### src/rtl/sccdec_pkg.sv
package sccdec_pkg;

   // Shift-mode field encodings
   localparam logic [1:0] MODE_LEFT  = 2'b01;
   localparam logic [1:0] MODE_RIGHT = 2'b10;

   // Register indices with a meaning for the shared state
   localparam int unsigned IDX_CMD  = 0;
   localparam int unsigned IDX_MCTL = 9;

   // Device-reset command code in the top two data bits
   localparam logic [1:0] CMD_DEV_RESET = 2'b11;

   // Master-control bits that survive a device-reset command
   localparam logic [7:0] MCTL_KEEP_MASK = 8'h1C;

   typedef struct packed {
      logic       ok;
      logic       chan;
      logic [3:0] idx;
   } raw_dec_t;

endpackage

### src/rtl/sccdec_addr_split.sv
module sccdec_addr_split
   import sccdec_pkg::*;
#(
   parameter int unsigned ADDR_W        = 5,
   parameter int unsigned REG_W         = 4,
   parameter bit          RIGHT_MODE_EN = 1'b1
) (
   input  logic [ADDR_W-1:0] addr_i,
   input  logic [1:0]        mode_i,
   output logic              ok_o,
   output logic              chan_o,
   output logic [REG_W-1:0]  idx_o
);

   localparam int unsigned CHAN_LO_POS = 0;
   localparam int unsigned CHAN_HI_POS = REG_W;

   logic right_legal;

   generate
      if (RIGHT_MODE_EN) begin : g_right_on
         assign right_legal = 1'b1;
      end else begin : g_right_off
         assign right_legal = 1'b0;
      end
   endgenerate

   always_comb begin
      ok_o   = 1'b0;
      chan_o = 1'b0;
      idx_o  = '0;
      if (mode_i == MODE_LEFT) begin
         ok_o   = 1'b1;
         chan_o = addr_i[CHAN_LO_POS];
         idx_o  = addr_i[REG_W:1];
      end else if ((mode_i == MODE_RIGHT) && right_legal) begin
         ok_o   = 1'b1;
         chan_o = addr_i[CHAN_HI_POS];
         idx_o  = addr_i[REG_W:1];
      end
   end

endmodule

### src/rtl/sccdec_read_alias.sv
module sccdec_read_alias #(
   parameter int unsigned REG_W        = 4,
   parameter bit          EXT_READBACK = 1'b1
) (
   input  logic [REG_W-1:0] idx_i,
   input  logic             ext_en_i,
   input  logic             ext_rd_i,
   output logic [REG_W-1:0] idx_o,
   output logic             wreg_o
);

   localparam logic [REG_W-1:0] I3  = REG_W'(3);
   localparam logic [REG_W-1:0] I4  = REG_W'(4);
   localparam logic [REG_W-1:0] I5  = REG_W'(5);
   localparam logic [REG_W-1:0] I6  = REG_W'(6);
   localparam logic [REG_W-1:0] I7  = REG_W'(7);
   localparam logic [REG_W-1:0] I9  = REG_W'(9);
   localparam logic [REG_W-1:0] I10 = REG_W'(10);
   localparam logic [REG_W-1:0] I11 = REG_W'(11);
   localparam logic [REG_W-1:0] I13 = REG_W'(13);
   localparam logic [REG_W-1:0] I14 = REG_W'(14);
   localparam logic [REG_W-1:0] I15 = REG_W'(15);

   logic ext_on;

   generate
      if (EXT_READBACK) begin : g_ext
         assign ext_on = ext_en_i & ext_rd_i;
      end else begin : g_no_ext
         assign ext_on = 1'b0;
      end
   endgenerate

   always_comb begin
      idx_o  = idx_i;
      wreg_o = 1'b0;
      if (ext_on) begin
         if ((idx_i == I4) || (idx_i == I5)) begin
            wreg_o = 1'b1;
         end else if (idx_i == I9) begin
            idx_o  = I3;
            wreg_o = 1'b1;
         end else if (idx_i == I11) begin
            idx_o  = I10;
            wreg_o = 1'b1;
         end else if (idx_i == I14) begin
            idx_o  = I7;
            wreg_o = 1'b1;
         end
      end else begin
         if ((idx_i == I4) || (idx_i == I5) || (idx_i == I6) || (idx_i == I7)) begin
            idx_o = idx_i & I3;
         end else if (idx_i == I9) begin
            idx_o = I13;
         end else if (idx_i == I11) begin
            idx_o = I15;
         end
      end
   end

endmodule

### src/rtl/sccdec_shared_regs.sv
module sccdec_shared_regs
   import sccdec_pkg::*;
#(
   parameter int unsigned REG_W      = 4,
   parameter int unsigned DATA_W     = 8,
   parameter logic [1:0]  RESET_MODE = MODE_LEFT
) (
   input  logic              clk,
   input  logic              rst_n,
   input  logic              wr_any_i,
   input  logic              wr_b_i,
   input  logic [REG_W-1:0]  idx_i,
   input  logic [DATA_W-1:0] wdata_i,
   output logic [1:0]        mode_o,
   output logic [DATA_W-1:0] mctl_o
);

   localparam int unsigned      CMD_HI   = DATA_W - 1;
   localparam int unsigned      CMD_LO   = DATA_W - 2;
   localparam logic [DATA_W-1:0] KEEP    = DATA_W'(MCTL_KEEP_MASK);
   localparam logic [REG_W-1:0] MCTL_IX  = REG_W'(IDX_MCTL);
   localparam logic [REG_W-1:0] CMD_IX   = REG_W'(IDX_CMD);

   logic mctl_hit;
   logic mode_hit;
   logic dev_reset;

   assign mctl_hit  = wr_any_i && (idx_i == MCTL_IX);
   assign mode_hit  = wr_b_i && (idx_i == CMD_IX);
   assign dev_reset = (wdata_i[CMD_HI:CMD_LO] == CMD_DEV_RESET);

   always_ff @(posedge clk or negedge rst_n) begin
      if (!rst_n) begin
         mctl_o <= '0;
      end else if (mctl_hit) begin
         if (dev_reset) begin
            mctl_o <= wdata_i & KEEP;
         end else begin
            mctl_o <= wdata_i;
         end
      end
   end

   always_ff @(posedge clk or negedge rst_n) begin
      if (!rst_n) begin
         mode_o <= RESET_MODE;
      end else if (mode_hit) begin
         mode_o <= wdata_i[1:0];
      end
   end

endmodule

### src/rtl/sccdec_top.sv
module sccdec_top
   import sccdec_pkg::*;
#(
   parameter int unsigned ADDR_W        = 5,
   parameter int unsigned REG_W         = 4,
   parameter int unsigned DATA_W        = 8,
   parameter bit          RIGHT_MODE_EN = 1'b1,
   parameter bit          EXT_READBACK  = 1'b1,
   parameter logic [1:0]  RESET_MODE    = MODE_LEFT
) (
   input  logic              clk,
   input  logic              rst_n,
   input  logic [ADDR_W-1:0] addr_i,
   input  logic              rd_i,
   input  logic              wr_i,
   input  logic [DATA_W-1:0] wdata_i,
   input  logic [1:0]        ext_en_i,
   input  logic [1:0]        ext_rd_i,
   output logic              chan_o,
   output logic [REG_W-1:0]  reg_o,
   output logic              wreg_o,
   output logic              rd_ok_o,
   output logic              wr_a_o,
   output logic              wr_b_o,
   output logic [1:0]        mode_o,
   output logic [DATA_W-1:0] mctl_o
);

   generate
      if (REG_W != 4) begin : g_bad_reg_w
         $error("sccdec_top: REG_W must be 4");
      end
      if (ADDR_W < REG_W + 1) begin : g_bad_addr_w
         $error("sccdec_top: ADDR_W must cover the register field and bit 0");
      end
      if (DATA_W < 8) begin : g_bad_data_w
         $error("sccdec_top: DATA_W must be at least 8");
      end
   endgenerate

   logic             raw_ok;
   logic             raw_chan;
   logic [REG_W-1:0] raw_idx;
   logic [REG_W-1:0] rd_idx;
   logic             rd_wreg;
   logic             sel_en;
   logic             sel_rd;
   logic             wr_ok;

   sccdec_addr_split #(
      .ADDR_W        (ADDR_W),
      .REG_W         (REG_W),
      .RIGHT_MODE_EN (RIGHT_MODE_EN)
   ) split_i (
      .addr_i (addr_i),
      .mode_i (mode_o),
      .ok_o   (raw_ok),
      .chan_o (raw_chan),
      .idx_o  (raw_idx)
   );

   // Configuration bits of the channel the address selects
   assign sel_en = ext_en_i[raw_chan];
   assign sel_rd = ext_rd_i[raw_chan];

   sccdec_read_alias #(
      .REG_W        (REG_W),
      .EXT_READBACK (EXT_READBACK)
   ) alias_i (
      .idx_i    (raw_idx),
      .ext_en_i (sel_en),
      .ext_rd_i (sel_rd),
      .idx_o    (rd_idx),
      .wreg_o   (rd_wreg)
   );

   assign wr_ok   = raw_ok & wr_i;
   assign wr_a_o  = wr_ok & raw_chan;
   assign wr_b_o  = wr_ok & ~raw_chan;
   assign rd_ok_o = raw_ok & rd_i;
   assign chan_o  = raw_ok & raw_chan;
   assign wreg_o  = rd_ok_o & rd_wreg;
   assign reg_o   = !raw_ok ? '0 : (rd_i ? rd_idx : raw_idx);

   sccdec_shared_regs #(
      .REG_W      (REG_W),
      .DATA_W     (DATA_W),
      .RESET_MODE (RESET_MODE)
   ) shared_i (
      .clk      (clk),
      .rst_n    (rst_n),
      .wr_any_i (wr_ok),
      .wr_b_i   (wr_b_o),
      .idx_i    (raw_idx),
      .wdata_i  (wdata_i),
      .mode_o   (mode_o),
      .mctl_o   (mctl_o)
   );

endmodule

### config.mk
export PLATFORM = sky130hd
export DESIGN_NAME = sccdec_top
export DESIGN_NICKNAME = d
export VERILOG_FILES = /design/src/rtl/sccdec_pkg.sv /design/src/rtl/sccdec_addr_split.sv /design/src/rtl/sccdec_read_alias.sv /design/src/rtl/sccdec_shared_regs.sv /design/src/rtl/sccdec_top.sv
export SDC_FILE = /design/constraint.sdc
export NUM_CORES = 1
export LEC_CHECK = 0
export BUFFER_PORTS_ARGS = -buffer_cell sky130_fd_sc_hd__buf_2
export CAP_MARGIN = 20
export CORE_MARGIN = 8
export CORE_UTILIZATION = 44
export DETAILED_ROUTE_END_ITERATION = 12
export GPL_ROUTABILITY_DRIVEN = 0
export PLACE_DENSITY = 0.78
export SLEW_MARGIN = 20
export SYNTH_ARGS = -nofsm -noshare
export SYNTH_HDL_FRONTEND = slang
export SYNTH_HIERARCHICAL = 1
export SYNTH_SLANG_ARGS = --single-unit
### constraint.sdc
create_clock -name clk -period 2.7 [get_ports clk]
set_input_delay 0.54 -clock clk [delete_from_list [all_inputs] [get_ports clk]]
set_output_delay 0.54 -clock clk [all_outputs]
set_load 0.05 [all_outputs]
# After elaboration in Yosys (flattened, before gate mapping)
# Cells that the tools add are included.
classes:
  order_cmp: 1
  n_eq_ne: 10
  mux: 26
  bitwise: 8
  n_reduce_logical: 6
ops:
  columns: ["op", "n"]
  rows:
  - ["2-to-1 mux 4 bit", 12]
  - ["equality test 4 x 3 -> 1 bit, second input constant", 4]
  - ["2-to-1 mux 1 bit", 13]
  - ["equality test 4 bit, second input constant", 3]
  - ["2-to-1 mux 8 bit", 1]
  - ["bitwise AND 1 bit", 7]
  - ["equality test 2 bit, second input constant", 2]
  - ["zero test 4 bit", 1]
  - ["logical OR 1 bit", 3]
  - ["equality test 2 x 1 -> 1 bit, second input constant", 1]
  - ["logical AND 1 bit", 2]
  - ["< comparator 1 x 2 -> 1 bit, second input constant", 1]
  - ["inverter 1 bit", 1]
totals:
  reg_bits: 10
  output_inout_bits: 19
  elab_cells: 53

# Logic depth before layout (Yosys ltp)
# Gate-level depths: netlist (run 1).
depth:
  word_depth: 11
  depth_mapped: 10
  ltp_nobuf: 10

# Cells and area by module
# The synthesis (run 1) kept the hierarchy.
by_module_without_submodules:
  columns: ["module", "instances", "cells_per_inst", "area_each_um2", "seq_area_each_um2"]
  rows:
  - ["sccdec_shared_regs", 1, 33, 437.9, 251.5]
  - ["sccdec_top", 1, 17, 141.4, 0.0]
  - ["sccdec_read_alias", 1, 16, 100.1, 0.0]
  - ["sccdec_addr_split", 1, 13, 80.1, 0.0]

# Worst setup path before layout (run 1)
# OpenSTA, ideal clock, no wires.
synth_timing:
  path_type: "register -> output"
  from: "register shared_i.mode_o[1]"
  to: "output reg_o[2]"
  arrival_time_ns: 2.761
  setup_slack_ns: -0.601
  stages_incl_launch_ff: 10
  cell_sequence: "dfrtp_1 -> inv_1 -> ha_1 -> o21ai_0 -> mux2_1 -> nand2_1 -> a21oi_1 -> nor2_1 -> mux2i_1 -> nor2b_1"
synth_rtl:
  columns: ["item", "line", "text"]
  rows:
  - ["from (decl)", "sccdec_shared_regs.sv:14", "output logic [1:0] mode_o,"]
  - ["from (signal assigned)", "sccdec_shared_regs.sv:48", "mode_o <= wdata_i[1:0];"]
  - ["equality test 2 bit", "sccdec_addr_split.sv:36", "end else if ((mode_i == MODE_RIGHT) && right_legal) begin"]
  - ["2-to-1 mux 1 bit", "sccdec_addr_split.sv:36", null]
  - ["2-to-1 mux 1 bit *", "sccdec_addr_split.sv:32", "if (mode_i == MODE_LEFT) begin"]
  - ["net raw_chan", "sccdec_top.sv:42", "logic raw_chan;"]
  - ["2-to-1 mux 1 bit (implied by the code) * (2 in a row)", "sccdec_top.sv:63", "assign sel_en = ext_en_i[raw_chan];"]
  - ["net sel_en", "sccdec_top.sv:46", "logic sel_en;"]
  - ["bitwise AND 1 bit *", "sccdec_read_alias.sv:28", "assign ext_on = ext_en_i & ext_rd_i;"]
  - ["2-to-1 mux 4 bit *", "sccdec_read_alias.sv:37", "if (ext_on) begin"]
  - ["net rd_idx[2]", "sccdec_top.sv:44", "logic [REG_W-1:0] rd_idx;"]
  - ["2-to-1 mux 4 bit * (2 in a row)", "sccdec_top.sv:83", "assign reg_o = !raw_ok ? '0 : (rd_i ? rd_idx : raw_idx);"]
  - ["to (decl)", "sccdec_top.sv:20", "output logic [REG_W-1:0] reg_o,"]
# Mark *: on every way through the listed nets, which the timed path passes. The rest lies on a longest branch. The select of a mux whose other input is x is not followed.

# Worst setup path in the final report (run 1)
layout_timing:
  from: "register shared_i.mode_o[0]"
  to: "output reg_o[0]"
# Same word-level chain as after synthesis.

==> flow_summary.yaml, run 1 <==
status:
  status: "finished with violations"
  violations: "negative setup slack"
setup_path:
  r2r-end: "shared_i/mode_o[1]"
  crit_type: "register to output pin"
  crit_path_end_kind: "output pin"
  crit_arrival_ns: 2.37
  rrSetupSlack_ns: 0.58
  worstPathMaxFanout: 4
  crit_family: "multiplexers"
  cp.depth: 10
  critPathLaunchType: "register"
  crit_end: "reg_o[0]"
  worstSetupStartpoint: "shared_i/mode_o[0]"
  worstPathRequired_ns: 2.16
  r2r-start: "shared_i/mode_o[0]"
  cp_num_buf_inv: 2
  crit_path_frequent_cell: "mux2_4"
  ff2ff_path_depth: 7
  cp_cell_sequence: "inv_2 > ha_4 > nand2_4 > o21ai_4 > mux2_4 > nand4_1 > mux2_4 > mux2i_4 > nor2b_4 > buf_6"
  critPathSlowestCell: "dfstp_4"
  max_stage_delay_ns: 0.64
global_route:
  grt_overflow: 0
  grt_max_degree: 11
  grt_pass1_vias: 848
  grt.total_usage_pct: 13.5
  antenna_found_initial: 0
  grt_pass1_wl_mm: 3.64
pwr:
  p_per_area_nw_per_um2: 246
  leakage_uw: 0.000675
  peakVddDrop_v: 0.000237
synth:
  synth_cell_types: 25
  mappedNetlistNets: 102
  synth.avg_cell_area_um2: 9.61
  async_flop_share_pct: 100
  netlist_area_um2: 759
  synth_top_cell_by_area: "dfrtp_1"
  synth_commonest_cells: "11 x nor2b_1, 9 x dfrtp_1, 7 x mux2_2, 7 x mux2i_1, 7 x nand2_1"
  ys_top_cells_by_area: "dfrtp_1 30%, mux2_2 10%, mux2i_1 9.2%, nor2b_1 9.1%, mux2_1 4.4%"
  synth_enable_flop_cells: 0
  ys_seq_area_share_pct: 33.1
  syn_inst: 79
  yosys_register_bits: 10
  synth_flop_cell: "dfrtp_1"
  ys_warn_count: 6
  synth.most_common_cell: "nor2b_1"
  synth.top_cell.area_share_pct: 29.7
placement:
  placed_area_um2: 1080
  dp_hpwl_mm: 1.72
  numPortBuffers: 39
sta:
  fin_ws_ns: -0.215
  tns_ns: -0.641
  hold_viol_final: 0
  rsz0062_at_grt: "true"
  fin_skew_ns: 0.00188
  tightest_slew_ns: 0.293
  holdWs_ns: 0.136
  finalCritPeriodShare_pct: 108
  setup_viol: 5
  timing.fmax_mhz: 343
  slew_headroom_pct: 80.4
  period_minus_slack_ns: 2.91
  maxSlewViolCount: 0
clocking:
  ctsHtreeMaxLevel: 1
  cts_tree: "yes"
  cts_buffers: 3
  root_buffer: "clkbuf_4"
  numClockSinks: 10
  clock_path_buffers: 2
  clk_latency_ns: 0.25
  path_clk_slew_ns: 0.06
routing:
  vias_per_cell: 5.12
  vias: 758
  ant_nets: 0
  routed_wl_mm: 2.31
  first_pass_iters: 2
  first_iter_violations: 4
  route.detailed.drc: 0
  drt-wirelength-per-cell_um: 15.6
floorplan:
  io_pins: 40
  rows: 15
  start_util_pct: 45.5
  core_area_um2: 1670
  chipWidth_um: 57.5
  die_area_um2: 3310
  die_h_um: 57.5
finish:
  antenna_cells: 0
  final_nets: 155
  drive_above_1_share_pct: 70.2
  design_area_um2: 1250
  syn_to_final_growth_pct: 65.2
flow_run:
  maxCapViolCount: 0
hold_path:
  hold_class: "primary input to asynchronous set/reset pin"
## registers in the layout, indices dropped and copies added, names as in the netlist
signal	cells
shared_i/mode_o	2
shared_i/mctl_o	8
## how the worst min path moves through the flow
stage / startpoint / end / slack (ns) / cells after the start
global placement: rst_n / shared_i/mctl_o[3] / 0.41 / 1
floorplan: rst_n / shared_i/mctl_o[0] / 0.24 / 0
finish: rst_n / shared_i/mctl_o[7] / 0.14 / 1
detailed placement: rst_n / shared_i/mctl_o[7] / 0.41 / 1
CTS: rst_n / shared_i/mctl_o[7] / 0.13 / 1
global route: rst_n / shared_i/mctl_o[3] / 0.14 / 1
## cells by family after synthesis
family,after synthesis,synth area share [%]
AOI/OAI and AO/OA,8,5.93
adders and majority gates,2,3.29
buffers and inverters,7,3.95
DFF,10,33.1
muxes,17,24.1
and+or+nand+nor,35,29.7
## report_power, final
part	switching, uW	internal (uW)
Sequential	0	150
Combinational	14.9	17.3
Clock	45.4	81.6
Total	60.3	249
## stage by stage
| step | setup WS [ns] | total power [uW] | std cells | utilization [%] |
|---|---|---|---|---|
| detailed placement | -0.0755 | 182 | 139 | 64.4 |
| floorplan | 0.0278 | 164 | 79 | - |
| global placement | -0.0158 | 181 | 139 | 64.4 |
| finish | -0.215 | 309 | 148 | 75.1 |
| global route | -0.284 | 321 | 148 | 75.1 |
| CTS | -0.211 | 314 | 147 | 74.2 |
## cells in the final DEF, fill, tap and decap left out, types with 2 or more instances in the layout
cell type  synthesis  final
mux2_2             7      7
nor2b_1           11      4
nor2_1             3      3
and2_2             2      2
mux2_4             0      3
mux2i_1            7      5
nand2_1            7      5
inv_1              6      5
buf_2              0     34
nor2b_4            0      6
buf_6              0      3
clkbuf_4           0      3
and3_2             3      2
dfrtp_1            9      8
ha_4               0      2
buf_4              1     11
a21oi_1            4      4
## layer usage
layer	global-route usage (%)	routed length (um)
met2	25.4	1190
met3	4.71	194
met4	3.57	47
met5	0	0
met1	13.5	875
## repair_timing
action | 4_1_cts | 5_1_grt
hold buffers | 0 | 0
gates resized for setup | 25 | 2
pin swaps | 5 | 0
buffers inserted | 4 | 1
setup endpoints to repair | 5 | 5
## final cells by class
cell class / instances / area [um2]
clock buffers: 4 / 36.3
fillers: 126 / 415
inverters: 6 / 22.5
multi-input cells: 62 / 617
flip-flops and latches: 10 / 256
well taps: 17 / 21.3
repair buffers: 49 / 302
No activity file was read; power rests on OpenSTA's default activity.
==> run 2, diff against run 1 <==
MAX_ROUTING_LAYER = met4   (was unset)
SETUP_SLACK_MARGIN = 0.3   (was unset)
==> run 2 against run 1 <==
  * The run still ends with negative setup slack left
  * Non-clock buffer count is the same
  * First-iteration DRC count rose to 2.8 times the previous value
  * Sequential cell count unchanged
  * Via count up 2.1%
  * Sequential power barely moved
  * Sequential share of layout area shrank 0.56 points
  * Critical endpoint unchanged
  * Highest routed layer unchanged
==> flow_summary.yaml, run 2 (same netlist as run 1, synthesis figures left out) <==
pwr:
  p_per_area_nw_per_um2: 246
  p_sw_uw: 68.8
  swShare_pct: 21.6
  leakage_uw: 0.000678
  power.internal_uw: 249
  power.share.sequential_pct: 47.1
  pwr-share-comb_pct: 10.5
  clkPwrFrac_pct: 42.5
  peakVddDrop_v: 0.000310
status:
  status: "finished with violations"
  violations: "negative setup slack"
routing:
  route.detailed.drc: 0
  first_iter_violations: 11
  vias: 774
  first_pass_iters: 4
  ant_nets: 0
  drt-wirelength-per-cell_um: 15.7
  vias_per_cell: 5.23
  routed_wl_mm: 2.32
global_route:
  use_met2_pct: 24.1
  antenna_found_initial: 0
  grt.total_usage_pct: 14.0
  gr-usage-met1_pct: 14.2
  grt_most_used_layer: "met2"
  grt_overflow: 0
  grt_pass1_wl_mm: 3.60
  use_met3_pct: 4.71
  grt_pass1_vias: 783
  grt_max_degree: 11
setup_path:
  max_stage_delay_ns: 0.64
  ff2ff_path_depth: 8
  cp_num_buf_inv: 2
  crit_family: "multiplexers"
  crit_arrival_ns: 2.37
  worstPathMaxFanout: 3
  critPathSlowestCell: "dfstp_4"
  critPathLaunchType: "register"
  rrSetupSlack_ns: 0.54
  cp_cell_sequence: "inv_2 > ha_4 > nand2_4 > o21ai_4 > mux2_4 > nand4_1 > mux2_4 > mux2i_4 > nor2b_4 > buf_6"
  crit_type: "register to output pin"
  r2r-end: "shared_i/mode_o[1]"
  crit_path_end_kind: "output pin"
  worstPathRequired_ns: 2.16
  r2r-start: "shared_i/mode_o[0]"
  crit_path_frequent_cell: "mux2_4"
finish:
  drive_above_1_share_pct: 71.8
  layout_common_cells: "30 x buf_2, 13 x buf_4, 8 x dfrtp_1"
  antenna_cells: 0
  post-route-util_pct: 77.2
  largest_register: "shared_i/mctl_o"
  syn_to_final_growth_pct: 69.9
  final_nets: 155
  layout.cells.most_common: "buf_2"
  top_regs: "shared_i/mctl_o (8), shared_i/mode_o (2)"
  largest_reg_flops: 8
placement:
  dp_hpwl_mm: 1.67
  numPortBuffers: 39
clocking:
  path_clk_slew_ns: 0.07
  clock_path_buffers: 2
  ctsHtreeMaxLevel: 1
  root_buffer: "clkbuf_4"
  cts_buffers: 3
  clk_latency_ns: 0.26
  cts_tree: "yes"
  numClockSinks: 10
floorplan:
  start_util_pct: 45.5
  io_pins: 40
  die_area_um2: 3310
  die_h_um: 57.5
  rows: 15
  chipWidth_um: 57.5
  core_area_um2: 1670
sta:
  rsz0062_at_grt: "true"
  holdWs_ns: 0.122
  fin_skew_ns: 0.00244
  maxSlewViolCount: 0
  finalCritPeriodShare_pct: 108
  tightest_slew_ns: 0.250
  fin_ws_ns: -0.208
  setup_viol: 5
  timing.fmax_mhz: 344
  hold_viol_final: 0
  period_minus_slack_ns: 2.91
  slew_headroom_pct: 82.9
flow_run:
  maxCapViolCount: 0
hold_path:
  hold_class: "primary input to asynchronous set/reset pin"
[run 2: cell types whose count changed in the layout (fill, tap and decap cells not counted), sizes merged]
cell / before / now
clkinvlp: 0 / 1
inv: 6 / 5
[run 2: worst max path at each step]
| stage | start | end | slack [ns] | cells past startpoint |
|---|---|---|---|---|
| 2_1_floorplan | shared_i/mode_o[0] | reg_o[0] | 0.07 | 9 |
| 3_3_place_gp | shared_i/mode_o[0] | reg_o[0] | 0.03 | 10 |
| 3_5_place_dp | shared_i/mode_o[0] | reg_o[0] | -0.02 | 10 |
| 4_1_cts | shared_i/mode_o[0] | reg_o[0] | -0.22 | 10 |
| 5_1_grt | shared_i/mode_o[0] | reg_o[0] | -0.27 | 10 |
| 6_report | shared_i/mode_o[0] | reg_o[0] | -0.21 | 10 |
[run 2: area by class of cell]
type,count,area [um2]
Tap cell,17,21.3
Fill cell,123,380
Inverter,6,26.3
Timing Repair Buffer,49,323
Multi-Input combinational cell,62,627
Clock buffer,4,36.3
Sequential cell,10,256
[run 2: worst reg2reg max path: stages (launching register included)]
cell	delay (ns)
dfstp_4	0.64
inv_2	0.05
ha_4	0.17
nor2_4	0.23
nor2b_4	0.11
buf_4	0.15
nor2_2	0.15
and3_2	0.23
mux2_2	0.33
[run 2: power groups by stage]
stage               combinational (uW)  sequential [uW]  clock, uW
floorplan                         11.6              153          0
global placement                  29.7              153          0
detailed placement                30.4              153          0
CTS                               32.2              150        139
global route                      36.9              150        144
finish                            33.3              150        135
[run 2: metal layers]
layer	routed length, um	vias up
li1	-	374
met1	886	365
met2	1230	33
met3	193	2
met4	10	0
met5	0	-
[run 2: what timing repair did]
action | 4_1_cts | 5_1_grt
setup buffers | 3 | 3
pin swaps | 3 | 3
hold buffers | 0 | 0
endpoints found under the setup margin | 7 | 9
resized for setup | 20 | 11
[run 2: through the flow]
step | power [uW] | instance area [um2] | worst slack (ns) | cells | TNS [ns]
5_1_grt | 331 | 1290 | -0.270 | 148 | -1.24
4_1_cts | 321 | 1240 | -0.217 | 145 | -0.787
2_1_floorplan | 164 | 865 | 0.0694 | 79 | 0
6_report | 318 | 1290 | -0.208 | 148 | -0.763
3_5_place_dp | 183 | 1100 | -0.0203 | 138 | -0.0203
3_3_place_gp | 182 | 1100 | 0.0323 | 138 | 0
==> run 3, diff against run 2 <==
CORE_ASPECT_RATIO = 0.75   (was unset)
CORE_UTILIZATION = 25   (was 44)
GPL_TIMING_DRIVEN = 0   (was unset)
PLACE_DENSITY = unset   (was 0.78)
SKIP_CTS_REPAIR_TIMING = 1   (was unset)
==> run 3 against run 2 <==
  * The run still ends with negative setup slack left
  * Sequential share of layout area up 0.37 points
  * Global-route usage down 5.7 points
  * Hold slack better by 0.032 ns
  * Die area up 53%
  * First-iteration DRC count up 9.1%
  * Setup slack worse by 0.0011 ns
  * Clock power up 19%
  * Design area down 1.8%
  * Critical endpoint unchanged
  * Largest cell class unchanged
  * Largest power group is now the clock network
  * Highest routed layer unchanged
==> flow_summary.yaml, run 3 (same netlist as run 1, synthesis figures left out) <==
global_route:
  grt_pass1_vias: 725
  grt_overflow: 0
  grt_max_degree: 11
  grt_pass1_wl_mm: 3.31
  grt.total_usage_pct: 8.28
  antenna_found_initial: 0
floorplan:
  chipWidth_um: 79.6
  rows: 17
  core_area_um2: 2910
  die_h_um: 63.7
  start_util_pct: 26.1
  die_area_um2: 5080
  io_pins: 40
finish:
  largest_register: "shared_i/mctl_o"
  syn_to_final_growth_pct: 66.7
  drive_above_1_share_pct: 71.0
  final_nets: 148
  layout.cells.most_common: "buf_2"
  largest_reg_flops: 8
  antenna_cells: 0
  top_regs: "shared_i/mctl_o (8), shared_i/mode_o (2)"
  layout_common_cells: "32 x buf_2, 8 x nor2b_4, 8 x dfrtp_1"
  stdcell_count: 162
placement:
  dp_slack_ns: -0.0639
  numPortBuffers: 38
  dp_hpwl_mm: 1.71
  dpl.cell_count: 155
clocking:
  cts_tree: "yes"
  path_clk_slew_ns: 0.05
  root_buffer: "clkbuf_8"
  cts_buffers: 3
  ctsHtreeMaxLevel: 1
  clock_path_buffers: 2
  clk_latency_ns: 0.24
  numClockSinks: 10
pwr:
  leakage_uw: 0.000637
  p_per_area_nw_per_um2: 271
  peakVddDrop_v: 0.000300
sta:
  hold_viol_final: 0
  setup_viol: 5
  finalCritPeriodShare_pct: 108
  timing.fmax_mhz: 344
  fin_skew_ns: 0.00748
  slew_headroom_pct: 83.4
  rsz0062_at_grt: "true"
  maxSlewViolCount: 0
  period_minus_slack_ns: 2.91
  tightest_slew_ns: 0.242
  fin_ws_ns: -0.209
setup_path:
  worstPathRequired_ns: 2.16
  crit_path_end_kind: "output pin"
  cp_cell_sequence: "ha_4 > nand2_2 > o21ai_4 > mux2_4 > nand4_1 > mux2_4 > mux2i_4 > nor2b_4 > buf_6"
  cp_num_buf_inv: 1
  max_stage_delay_ns: 0.64
  crit_arrival_ns: 2.37
  crit_path_frequent_cell: "mux2_4"
  cp.depth: 9
  critPathLaunchType: "register"
  crit_family: "multiplexers"
  crit_type: "register to output pin"
  critPathSlowestCell: "dfstp_4"
  ff2ff_path_depth: 7
  worstPathMaxFanout: 5
routing:
  drt-wirelength-per-cell_um: 13.6
  first_iter_violations: 12
  first_pass_iters: 4
  routed_wl_mm: 2.20
  vias_per_cell: 4.51
  route.detailed.drc: 0
  vias: 730
  ant_nets: 0
status:
  violations: "negative setup slack"
  status: "finished with violations"
hold_path:
  hold_class: "primary input to asynchronous set/reset pin"
flow_run:
  maxCapViolCount: 0
[run 3: changes by cell type in the layout (fill, tap and decap cells not counted), moves of 2 or more]
cell	delta
buf_4	-9
clkbuf_4	-3
buf_2	+2
clkbuf_8	+2
nand2_2	+2
[run 3: path summary, 6_finish.rpt]
path	startpoint	to	slack, ns
max	shared_i/mode_o[0]	reg_o[0]	-0.21
min	rst_n	shared_i/mctl_o[5]	0.15
max reg2reg	shared_i/mode_o[0]	shared_i/mode_o[1]	0.62
min reg2reg	shared_i/mctl_o[3]	shared_i/mctl_o[3]	0.50
max in group asynchronous	rst_n	shared_i/mode_o[0]	2.29
min in group clk	shared_i/mctl_o[3]	shared_i/mctl_o[3]	0.50
[run 3: layout make-up]
type                    instances  area [um2]
repair buffers                 41         254
fillers                       275        1650
inverters                       6        26.3
clock buffers                   4        45.0
multi-input cells              62         629
flip-flops and latches         10         256
plain buffers                   1        7.51
well taps                      38        47.5
[run 3: per-layer routing]
layer,up-vias,global-route usage (%),share of wire (%)
met1,351,9.64,43
met5,-,-,0
met4,0,2.76,0.86
met3,2,1.68,2.0
met2,20,13.8,54
li1,357,-,-
[run 3: report_power, final]
part           switching, uW  internal [uW]  leakage [uW]  total, uW
logic                   15.0           18.6      0.000494       33.6
clock network           56.6            103     0.0000228        160
registers                  0            150      0.000120        150
total                   71.7            272      0.000637        344
[run 3: metrics by stage]
step / util (%) / cell area, um2 / hold WS [ns] / TNS, ns / power, uW
final: 43.5 / 1270 / 0.154 / -0.590 / 344
after floorplan: - / 865 / 0.244 / 0 / 164
after global placement: 37.8 / 1100 / 0.405 / -0.0365 / 182
after CTS: 39.4 / 1150 / 0.157 / -1.27 / 346
after detailed placement: 37.8 / 1100 / 0.414 / -0.0894 / 183
after global routing: 43.5 / 1270 / 0.166 / -1.11 / 361
